### config.mk
export PLATFORM = sky130hd
export DESIGN_NAME = sflag_unit
export DESIGN_NICKNAME = d
export VERILOG_FILES = /design/src/rtl/sflag_pkg.sv /design/src/rtl/sflag_ctrl.sv /design/src/rtl/sflag_dp.sv /design/src/rtl/sflag_unit.sv
export SDC_FILE = /design/constraint.sdc
export NUM_CORES = 1
export LEC_CHECK = 0
export BUFFER_PORTS_ARGS = -buffer_cell sky130_fd_sc_hd__clkbuf_2
export CAP_MARGIN = 10
export CORE_MARGIN = 4
export CORE_UTILIZATION = 25
export CTS_CLUSTER_DIAMETER = 80
export CTS_CLUSTER_SIZE = 14
export DETAILED_ROUTE_END_ITERATION = 10
export REMOVE_ABC_BUFFERS = 1
export SETUP_SLACK_MARGIN = 0.02
export SYNTH_ARGS = -nofsm -noshare
export SYNTH_HDL_FRONTEND = slang
export SYNTH_SLANG_ARGS = --single-unit
export TNS_END_PERCENT = 10
### constraint.sdc
create_clock -name clk -period 1 [get_ports clk]
set_clock_uncertainty 0.1 [all_clocks]
set_input_delay 0.1 -clock clk [delete_from_list [all_inputs] [get_ports clk]]
set_output_delay 0.1 -clock clk [all_outputs]
set_load 0.05 [all_outputs]
### src/rtl/sflag_pkg.sv
package sflag_pkg;
  localparam int FLAG_W   = 8;
  localparam int TX_CNT   = 2;
  localparam int IDLE_BIT = 4;
  localparam logic [FLAG_W-1:0] RESET_FLAGS = {{TX_CNT{1'b1}}, {(FLAG_W-TX_CNT){1'b0}}};

  // Strobes passed from control to datapath.
  typedef struct packed {
    logic [FLAG_W-1:0] clr;
    logic              txAck;
    logic              rxAck;
  } ackStrobes_t;
endpackage

### src/rtl/sflag_ctrl.sv
module sflag_ctrl
  import sflag_pkg::*;
#(
  parameter int W  = FLAG_W,
  parameter int TX = TX_CNT
) (
  input  logic         clk,
  input  logic         rstN,
  input  logic         statusRd,
  input  logic         dataRd,
  input  logic         dataWr,
  input  logic [W-1:0] flags,
  output ackStrobes_t  ack
);
  localparam logic [W-1:0] TX_MASK = {{TX{1'b1}}, {(W-TX){1'b0}}};

  logic [W-1:0] armed;
  logic [W-1:0] accessMask;
  logic [W-1:0] armedNext;

  always_comb begin
    accessMask = (dataWr ? TX_MASK : '0) | (dataRd ? ~TX_MASK : '0);
    ack.clr    = armed & accessMask;
    ack.txAck  = dataWr;
    ack.rxAck  = dataRd;
    armedNext  = (armed & ~accessMask) | (statusRd ? (flags & ~ack.clr) : '0);
  end

  always_ff @(posedge clk or negedge rstN) begin
    if (!rstN) armed <= '0;
    else       armed <= armedNext;
  end


  armed_tracks_flag_chk: assert property (@(posedge clk) disable iff (!rstN)
    (armed & ~flags) == '0);


  arm_consumed_chk: assert property (@(posedge clk) disable iff (!rstN)
    (dataRd && !statusRd) |=> (armed & ~TX_MASK) == '0);
endmodule

### src/rtl/sflag_dp.sv
module sflag_dp
  import sflag_pkg::*;
#(
  parameter int W    = FLAG_W,
  parameter int IDLE = IDLE_BIT,
  parameter logic [W-1:0] RST = RESET_FLAGS
) (
  input  logic         clk,
  input  logic         rstN,
  input  logic [W-1:0] evSet,
  input  logic         rxActive,
  input  logic         rxWake,
  input  ackStrobes_t  ack,
  output logic [W-1:0] flags
);
  logic         idleEnable;
  logic [W-1:0] setEff;

  for (genvar i = 0; i < W; i++) begin : g_flag
    if (i == IDLE) begin : g_idle
      always_comb setEff[i] = evSet[i] && idleEnable && !rxWake;
    end else begin : g_plain
      always_comb setEff[i] = evSet[i];

      set_wins_chk: assert property (@(posedge clk) disable iff (!rstN)
        evSet[i] |=> flags[i]);
    end

    always_ff @(posedge clk or negedge rstN) begin
      if (!rstN) flags[i] <= RST[i];
      else       flags[i] <= setEff[i] | (flags[i] & ~ack.clr[i]);
    end


    fall_needs_ack_chk: assert property (@(posedge clk) disable iff (!rstN)
      $fell(flags[i]) |-> $past(ack.clr[i]));
  end

  // Idle re-arm: cleared when the idle flag is actually acknowledged away,
  // restored by observed line activity.
  always_ff @(posedge clk or negedge rstN) begin
    if (!rstN)                              idleEnable <= 1'b1;
    else if (rxActive)                      idleEnable <= 1'b1;
    else if (ack.clr[IDLE] && !setEff[IDLE]) idleEnable <= 1'b0;
  end


  idle_rearm_chk: assert property (@(posedge clk) disable iff (!rstN)
    (!flags[IDLE] && !idleEnable) |=> !flags[IDLE]);


  idle_wake_block_chk: assert property (@(posedge clk) disable iff (!rstN)
    (rxWake && !flags[IDLE]) |=> !flags[IDLE]);
endmodule

### src/rtl/sflag_unit.sv
module sflag_unit
  import sflag_pkg::*;
(
  input  logic              clk,
  input  logic              rstN,
  input  logic [FLAG_W-1:0] evSet,
  input  logic              rxActive,
  input  logic              rxWake,
  input  logic              statusRd,
  input  logic              dataRd,
  input  logic              dataWr,
  output logic [FLAG_W-1:0] statusByte
);
  ackStrobes_t       ack;
  logic [FLAG_W-1:0] flags;

  sflag_ctrl #(.W(FLAG_W), .TX(TX_CNT)) u_ctrl (
    .clk(clk), .rstN(rstN), .statusRd(statusRd), .dataRd(dataRd),
    .dataWr(dataWr), .flags(flags), .ack(ack)
  );

  sflag_dp #(.W(FLAG_W), .IDLE(IDLE_BIT), .RST(RESET_FLAGS)) u_dp (
    .clk(clk), .rstN(rstN), .evSet(evSet), .rxActive(rxActive),
    .rxWake(rxWake), .ack(ack), .flags(flags)
  );

  assign statusByte = flags;


  reset_value_chk: assert property (@(posedge clk)
    $rose(rstN) |-> statusByte == RESET_FLAGS);
endmodule

==> metrics.cfg, run 1 <==
[critical_path]
worstPathRequired_ps = 800
worst-setup-path-type = register to output port
arrival_ps = 1010
path_cells = clkbuf_16
end_kind = output port
crit_slowest_cell = dfstp_2
critical_path.max_fanout = 2
cpLargestDelayFamily = flip-flops
path_buf_inv = 1
slowest_delay_ps = 570
worstSetupStartpointType = register

[outcome]
status = complete, but fails checks
violations = negative setup slack

[route]
vias = 523
first_iter_violations = 2
drc_errors = 0
wl_per_cell_um = 11.3
drt_wl_total_mm = 1.39
vias_per_cell = 4.25
ant_nets = 0
first_pass_iters = 4

[layout]
final_layout_size_suffix_gt1_share_pct = 36.6
fin_util_pct = 42.0
antenna_cells = 0
design_area_um2 = 1050
layoutNonFillerInstCount = 123
area_growth_pct = 58.2
finalNetCount = 109

[yosys]
synth_mux_area_share_pct = 12.1
synth-compound-area-share_pct = 9.98
syn_area_per_cell_um2 = 12.3
synthAdderAreaFrac_pct = 0
synthXorXnorAreaFrac_pct = 0
synth_seq_area_share_pct = 64.6
yosys.area_share.simple_pct = 10.9
synth_cell_types = 11
netlist_area_um2 = 664
synth_top_family_by_area = multiplexers
ys_ff_latch = 17
syn_inst = 54
ys_warn_count = 0

[sta]
hold_viol = 0
whs_ps = 25.8
setup_slack_ps = -214
setup_viol = 9
rsz0062_at_grt = true
worst_pin_slew_ps = 419
relSlewSlack_pct = 72.1
finalSetupTns_ps = -923
finalCriticalPeriod_ps = 1210
period_share_pct = 121
maxSlewViolCount = 0
max_freq_ghz = 0.824

[grt]
grt_pass1_vias = 567
grtUsageMet1_pct = 12.3
antenna_found_initial = 0
grt_pass1_wl_mm = 2.50
grt_max_degree = 18
gr-max-usage-layer = met2
grt_overflow_total = 0
track_usage_pct = 9.28
grt_use_met2_pct = 14.2
use_met3_pct = 3.27

[die]
start_util_pct = 26.6
coreArea_um2 = 2500
die_x_um = 59.6
dieArea_um2 = 3550
rows = 18
dieHeight_um = 59.6
io_pins = 23

[cts]
clockRootBuffer = clkbuf_4
tritoncts = done
htree_levels = 1
cts_buffers = 3
clk_pin_slew_ps = 110
clock_latency_ps = 290
cts_max_path_buffers = 2
cts.sinks = 17

[hold_path]
hp-class = primary input to register

[placement]
dpl.hpwl_um = 990
gp_congestion = 0.674
portBuffers = 22
place_area_um2 = 833
dp_cells = 109
dp_slack_ps = 22.9

[flow_run]
cap_violations = 0

[power_and_ir_drop]
p_total_mw = 1.71
p_leak_nw = 0.516
power_density_nw_per_um2 = 1630
ir_drop_v = 0.000898

==> power breakdown <==
part	switching [mW]	leakage [nW]	total (mW)	internal (mW)
Sequential	0.0797	0.188	0.866	0.787
Combinational	0.231	0.311	0.472	0.240
Clock	0.223	0.0177	0.371	0.149
Total	0.534	0.516	1.71	1.18
==> routing by layer <==
layer	vias to the layer above	share of wire (%)
li1	256	-
met1	250	45
met2	17	49
met3	0	6.2
met4	0	0
met5	-	0
==> final cells by class <==
| type | count | area, um^2 |
|---|---|---|
| fillers | 240 | 1450 |
| clock inverters | 1 | 5.00 |
| flip-flops and latches | 17 | 429 |
| multi-input cells | 35 | 219 |
| repair buffers | 37 | 338 |
| well taps | 30 | 37.5 |
| clock buffers | 3 | 22.5 |
==> cells in the mapped netlist <==
cell,n,area [um^2]
a21o_1,7,52.6
a22o_1,1,8.76
buf_2,1,5.00
buf_6,1,11.3
dfrtp_1,14,350
dfstp_2,3,78.8
mux2i_1,8,80.1
nand2_1,16,60.1
nand2b_1,1,6.26
nor2b_1,1,6.26
o21ai_0,1,5.00
==> worst paths after layout <==
kind / from / endpoint / slack [ps] / cells past startpoint
setup / recovery: u_dp.flags[7]$_DFF_PN1_ / statusByte[7] / -210 / 1
hold / removal: rxWake / u_dp.flags[4]$_DFF_PN0_ / 30 / 3
setup reg to reg: u_dp.flags[7]$_DFF_PN1_ / u_ctrl.armed[7]$_DFF_PN0_ / -20 / 3
hold reg to reg: u_ctrl.armed[6]$_DFF_PN0_ / u_ctrl.armed[6]$_DFF_PN0_ / 370 / 1
max in group asynchronous: rstN / u_dp.flags[6]$_DFF_PN1_ / 290 / 2
min in group asynchronous: rstN / u_dp.flags[2]$_DFF_PN0_ / 170 / 2
==> cell families (layout without fill, tap and decap cells) <==
| family | Yosys count | count (layout) |
|---|---|---|
| multiplexers | 8 | 8 |
| AO/OA/AOI/OAI | 9 | 9 |
| AND/OR/NAND/NOR | 18 | 18 |
| flip-flops | 17 | 17 |
| buffers and inverters | 2 | 41 |
==> state kept, by name (all words and copies together) (netlist names) <==
name,cells
u_dp.flags,8
u_ctrl.armed,8
u_dp.idleEnable,1
==> placed cells by master (no fill, tap or decap) <==
| cell type | instances |
|---|---|
| nand2_1 | 16 |
| clkbuf_2 | 14 |
| dfrtp_1 | 14 |
| dlygate4sd3_1 | 10 |
| mux2i_1 | 8 |
| a21o_1 | 7 |
| buf_8 | 7 |
| buf_4 | 5 |
| clkbuf_4 | 3 |
| dfstp_2 | 3 |
| nor2b_1 | 1 |
| a22o_1 | 1 |
| o21ai_0 | 1 |
| nand2b_1 | 1 |
| clkinv_2 | 1 |
| clkbuf_16 | 1 |
==> what timing repair did <==
item / in CTS / in global routing
hold buffers: 10 / 0
resized for setup: 17 / 7
endpoints found under the setup margin: 9 / 10
endpoints found under the hold margin: 27 / 0
setup buffers: 0 / 0
No activity file was read; power rests on OpenSTA's default activity.
==> run 2: changes to the inputs <==
--- a/config.mk
+++ b/config.mk
@@ -9,9 +9,10 @@
 export CAP_MARGIN = 10
 export CORE_MARGIN = 4
 export CORE_UTILIZATION = 25
-export CTS_CLUSTER_DIAMETER = 80
+export CTS_CLUSTER_DIAMETER = 60
 export CTS_CLUSTER_SIZE = 14
 export DETAILED_ROUTE_END_ITERATION = 10
+export HOLD_SLACK_MARGIN = 0.08
 export REMOVE_ABC_BUFFERS = 1
 export SETUP_SLACK_MARGIN = 0.02
 export SYNTH_ARGS = -nofsm -noshare
==> constraint.sdc (replaced) <==
create_clock -name clk -period 1.41 [get_ports clk]
set_clock_uncertainty 0.1 [all_clocks]
set_input_delay 0.141 -clock clk [delete_from_list [all_inputs] [get_ports clk]]
set_output_delay 0.141 -clock clk [all_outputs]
set_load 0.05 [all_outputs]
==> metrics.cfg, run 2 (synthesis gave the netlist of run 1 again) <==
[grt]
track_usage_pct = 9.10  ; was 9.28%
grt_pass1_vias = 554  ; was 567
grt_max_degree = 18  ; unchanged
grt_overflow_total = 0  ; unchanged
antenna_found_initial = 0  ; unchanged
grt_pass1_wl_mm = 2.37  ; was 2.50 mm

[cts]
cts.sinks = 17  ; unchanged
clk_pin_slew_ps = 90  ; was 110 ps
tritoncts = done  ; unchanged
cts_max_path_buffers = 2  ; unchanged
cts_buffers = 3  ; unchanged
clockRootBuffer = clkbuf_4  ; unchanged
clock_latency_ps = 290  ; about the same
htree_levels = 1  ; unchanged
cts_resized = 0  ; was 17

[route]
vias_per_cell = 4.24  ; was 4.25
wl_per_cell_um = 10.6  ; was 11.3 um
first_pass_iters = 4  ; unchanged
first_iter_violations = 8  ; was 2
ant_nets = 0  ; unchanged
drt_wl_total_mm = 1.28  ; was 1.39 mm
drc_errors = 0  ; unchanged
vias = 513  ; was 523

[hold_path]
min_path_cells = 3  ; unchanged
hold_path_end = u_ctrl.armed[0]$_DFF_PN0_  ; was u_dp.flags[4]$_DFF_PN0_
worst_hold_startpoint = statusRd  ; was rxWake
hp-class = primary input to register  ; unchanged

[sta]
finalCriticalPeriod_ps = 1350
whs_ps = 93.1  ; was 25.8 ps
max_freq_ghz = 0.739
hold_viol = 0  ; unchanged
maxSlewViolCount = 0  ; unchanged
setup_slack_ps = 56.8  ; was -214 ps
finalSetupTns_ps = 0  ; was -923 ps
rsz0062_at_grt = false  ; was true
relSlewSlack_pct = 73.2  ; was 72.1%
setup_viol = 0  ; was 9
worst_pin_slew_ps = 401  ; was 419 ps
period_share_pct = 96.0

[critical_path]
reg2regPathDepth = 2  ; was 3
r2r_slack_ps = 60  ; was -20 ps
worst-setup-path-type = primary input to register  ; was register to output port
critical_path.max_fanout = 1  ; was 2
reg2reg_to = u_dp.flags[7]$_DFF_PN1_  ; was u_ctrl.armed[7]$_DFF_PN0_
rr_startpoint = u_dp.flags[7]$_DFF_PN1_  ; unchanged
end_kind = register  ; was output port
worstSetupStartpointType = primary input  ; was register
worstPathRequired_ps = 1520  ; was 800 ps
arrival_ps = 1470  ; was 1010 ps

[layout]
final_common_cell = clkbuf_2  ; was nand2_1
reg_top3 = u_ctrl.armed: 8 flops, u_dp.flags: 8 flops, u_dp.idleEnable: 1 flops  ; unchanged
finalNetCount = 107  ; was 109
area_growth_pct = 43.3  ; was 58.2%
layoutNonFillerInstCount = 121  ; was 123
antenna_cells = 0  ; unchanged
final_layout_size_suffix_gt1_share_pct = 30.8  ; was 36.6%
mostFrequentLayoutCells = clkbuf_2, nand2_1, dfrtp_1  ; was nand2_1, clkbuf_2, dfrtp_1

[placement]
dp_cells = 104  ; was 109
gp_congestion = 0.690  ; was 0.674
portBuffers = 22  ; unchanged
dp_slack_ps = 380  ; was 22.9 ps
dpl.hpwl_um = 886  ; was 990 um

[power_and_ir_drop]
p_total_mw = 1.13  ; was 1.71 mW
ir_drop_v = 0.000748  ; was 0.000898 V
power_density_nw_per_um2 = 1180  ; was 1630 nW/um^2
p_leak_nw = 0.464  ; was 0.516 nW

[die]
start_util_pct = 26.6  ; unchanged
die_x_um = 59.6  ; unchanged
dieArea_um2 = 3550  ; unchanged
coreArea_um2 = 2500  ; unchanged
dieHeight_um = 59.6  ; unchanged
rows = 18  ; unchanged
io_pins = 23  ; unchanged

[outcome]
status = complete, no violations  ; was complete, but fails checks

[flow_run]
cap_violations = 0  ; unchanged

[run 2: how the worst max path moves through the flow]
stage	slack [ps]	cells after the start	from	end
after global placement	380	1	u_dp.flags[6]$_DFF_PN1_	statusByte[6]
after floorplan	370	2	u_dp.flags[6]$_DFF_PN1_	u_ctrl.armed[6]$_DFF_PN0_
after global routing	20	2	u_dp.flags[6]$_DFF_PN1_	u_dp.flags[6]$_DFF_PN1_
final	60	4	evSet[7]	u_dp.flags[7]$_DFF_PN1_
after CTS	50	1	u_dp.flags[7]$_DFF_PN1_	statusByte[7]
after detailed placement	380	1	u_dp.flags[7]$_DFF_PN1_	statusByte[7]
[run 2: worst max-delay path, cell delays in order]
cell and delay (ps):
dlygate4sd3_1 530, clkbuf_2 100, a21o_1 140, dlygate4sd3_1 550
[run 2: area by class of cell]
cell class,count,area (um^2)
clock buffers,4,26.3
fillers,257,1550
multi-input cells,35,219
flip-flops and latches,17,429
well taps,30,37.5
repair buffers,35,240
[run 2: repair_timing]
item / in CTS / in global routing
hold buffers: 13 / 0
buffers inserted: 0 / 0
setup endpoints to repair: 0 / 0
endpoints found under the hold margin: 28 / 0
[run 2: metrics by stage]
step	instance area (um^2)	util, %
6_report	952	38.1
5_1_grt	952	38.1
4_1_cts	952	38.1
3_5_place_dp	796	31.8
3_3_place_gp	796	31.8
2_1_floorplan	648	-
[run 2: power breakdown]
part,switching [mW],internal [mW]
Sequential,0.0468,0.558
Combinational,0.161,0.110
Clock,0.140,0.110
[run 2: routing by layer]
metal	vias to the layer above	track usage (%)	wire length, um
li1	256	-	-
met1	236	10.7	558
met2	19	14.8	598
met3	2	4.14	110
met4	0	2.85	10
met5	-	0	0
==> run 3: changes to the inputs <==
--- a/config.mk
+++ b/config.mk
@@ -7,6 +7,7 @@
 export LEC_CHECK = 0
 export BUFFER_PORTS_ARGS = -buffer_cell sky130_fd_sc_hd__clkbuf_2
 export CAP_MARGIN = 10
+export CORE_ASPECT_RATIO = 1.2
 export CORE_MARGIN = 4
 export CORE_UTILIZATION = 25
 export CTS_CLUSTER_DIAMETER = 60
==> metrics.cfg, run 3 (synthesis gave the netlist of run 1 again) <==
[sta]
setup_viol = 0  ; unchanged
period_share_pct = 95.9  ; was 96.0%
finalSetupTns_ps = 0  ; unchanged
max_freq_ghz = 0.740  ; was 0.739 GHz
finalCriticalPeriod_ps = 1350  ; about the same
relSlewSlack_pct = 72.1  ; was 73.2%
hold_viol = 0  ; unchanged
maxSlewViolCount = 0  ; unchanged
worst_pin_slew_ps = 418  ; was 401 ps
rsz0062_at_grt = false  ; unchanged

[hold_path]
hp-class = primary input to register  ; unchanged

[route]
drt_wl_total_mm = 1.28  ; about the same
wl_per_cell_um = 10.4  ; was 10.6 um
first_pass_iters = 3  ; was 4
vias_per_cell = 4.20  ; was 4.24
vias = 521  ; was 513
ant_nets = 0  ; unchanged
drc_errors = 0  ; unchanged
first_iter_violations = 12  ; was 8

[cts]
cts_setup_buffers = 0  ; unchanged
clockRootBuffer = clkbuf_4  ; unchanged
cts_buffers = 3  ; unchanged
cts_max_path_buffers = 2  ; unchanged
cts.sinks = 17  ; unchanged
tritoncts = done  ; unchanged
htree_levels = 1  ; unchanged
clock_latency_ps = 280  ; was 290 ps
clk_pin_slew_ps = 100  ; was 90 ps

[power_and_ir_drop]
seq_power_share_pct = 53.6  ; was 53.7%
power_density_nw_per_um2 = 1180  ; about the same
internal-power_mw = 0.778  ; about the same
clkPwrFrac_pct = 22.3  ; was 22.2%
pwr-share-comb_pct = 24.1  ; about the same
ir_drop_v = 0.000642  ; was 0.000748 V
switching_share_pct = 31.0  ; was 30.9%
p_total_mw = 1.13  ; about the same
power.switching_mw = 0.349  ; was 0.348 mW
p_leak_nw = 0.464  ; unchanged

[grt]
track_usage_pct = 8.46  ; was 9.10%
grt_pass1_wl_mm = 2.28  ; was 2.37 mm
grt_overflow_total = 0  ; unchanged
grt_pass1_vias = 569  ; was 554
grt_max_degree = 18  ; unchanged
antenna_found_initial = 0  ; unchanged

[die]
die_x_um = 55.1  ; was 59.6 um
coreArea_um2 = 2550  ; was 2500 um^2
rows = 20  ; was 18
io_pins = 23  ; unchanged
start_util_pct = 26.0  ; was 26.6%
dieHeight_um = 64.5  ; was 59.6 um
dieArea_um2 = 3550  ; about the same

[layout]
final_common_cell = clkbuf_2  ; unchanged
antenna_cells = 0  ; unchanged
final_layout_size_suffix_gt1_share_pct = 30.8  ; unchanged
mostFrequentLayoutCells = clkbuf_2, nand2_1, dfrtp_1  ; unchanged
reg_top3 = u_ctrl.armed: 8 flops, u_dp.flags: 8 flops, u_dp.idleEnable: 1 flops  ; unchanged
area_growth_pct = 43.9  ; was 43.3%
finalNetCount = 107  ; unchanged

[placement]
gp_congestion = 0.624  ; was 0.690
dpl.hpwl_um = 894  ; was 886 um
portBuffers = 22  ; unchanged

[critical_path]
worstPathRequired_ps = 1520  ; about the same
reg2regPathDepth = 2  ; unchanged
startpoint = evSet[7]  ; unchanged
end_kind = register  ; unchanged
reg2reg_to = u_dp.flags[7]$_DFF_PN1_  ; unchanged
r2r_slack_ps = 70  ; was 60 ps
critical_path.max_fanout = 1  ; unchanged
arrival_ps = 1470  ; about the same
rr_startpoint = u_dp.flags[7]$_DFF_PN1_  ; unchanged
worstSetupStartpointType = primary input  ; unchanged
worst-setup-path-type = primary input to register  ; unchanged
crit_end = u_dp.flags[7]$_DFF_PN1_  ; unchanged

[flow_run]
cap_violations = 0  ; unchanged

[outcome]
status = complete, no violations  ; unchanged

run 3: worst min-delay path by stage:
stage,startpoint,to,slack [ps],depth (start not counted)
2_1_floorplan,rstN,u_ctrl.armed[0]$_DFF_PN0_,-250,0
3_3_place_gp,rstN,u_dp.flags[1]$_DFF_PN0_,-9,1
3_5_place_dp,rstN,u_dp.flags[1]$_DFF_PN0_,-7,1
4_1_cts,statusRd,u_ctrl.armed[0]$_DFF_PN0_,90,3
5_1_grt,statusRd,u_ctrl.armed[0]$_DFF_PN0_,110,3
6_report,statusRd,u_ctrl.armed[0]$_DFF_PN0_,90,3
run 3: per-stage QoR:
stage	hold WS [ps]	area [um^2]	util, %	setup WS (ps)	cells
6_report	89.5	956	37.5	57.9	124
3_3_place_gp	-8.85	800	31.3	383	107
4_1_cts	90.3	956	37.5	55.1	124
5_1_grt	112	956	37.5	26.4	124
3_5_place_dp	-7.22	800	31.3	380	107
2_1_floorplan	-255	648	-	368	52
run 3: cell type report:
class                   instances  area (um^2)
fillers                       270         1600
flip-flops and latches         17          429
repair buffers                 35          240
multi-input cells              35          219
well taps                      33         41.3
clock buffers                   4         26.3
run 3: critical path: stages:
cell and delay, ps:
dlygate4sd3_1 540, clkbuf_2 100, a21o_1 140, dlygate4sd3_1 550
run 3: what timing repair did:
action,CTS,global route
hold endpoints to repair,28,0
hold buffers,13,0
gates resized for setup,0,0
run 3: layer usage:
layer  track usage [%]  part of all wire [%]
met1              11.5                    46
met2              13.2                    48
met3              2.53                   5.6
met4              1.82                     0
met5                 0                     0
run 3: power by group through the flow:
| stage | logic [mW] | clock network [mW] | registers, mW |
|---|---|---|---|
| 3_5_place_dp | 0.245 | 0 | 0.612 |
| 3_3_place_gp | 0.239 | 0 | 0.610 |
| 5_1_grt | 0.298 | 0.282 | 0.614 |
| 4_1_cts | 0.275 | 0.261 | 0.604 |
| 2_1_floorplan | 0.0754 | 0 | 0.701 |
| 6_report | 0.272 | 0.251 | 0.604 |
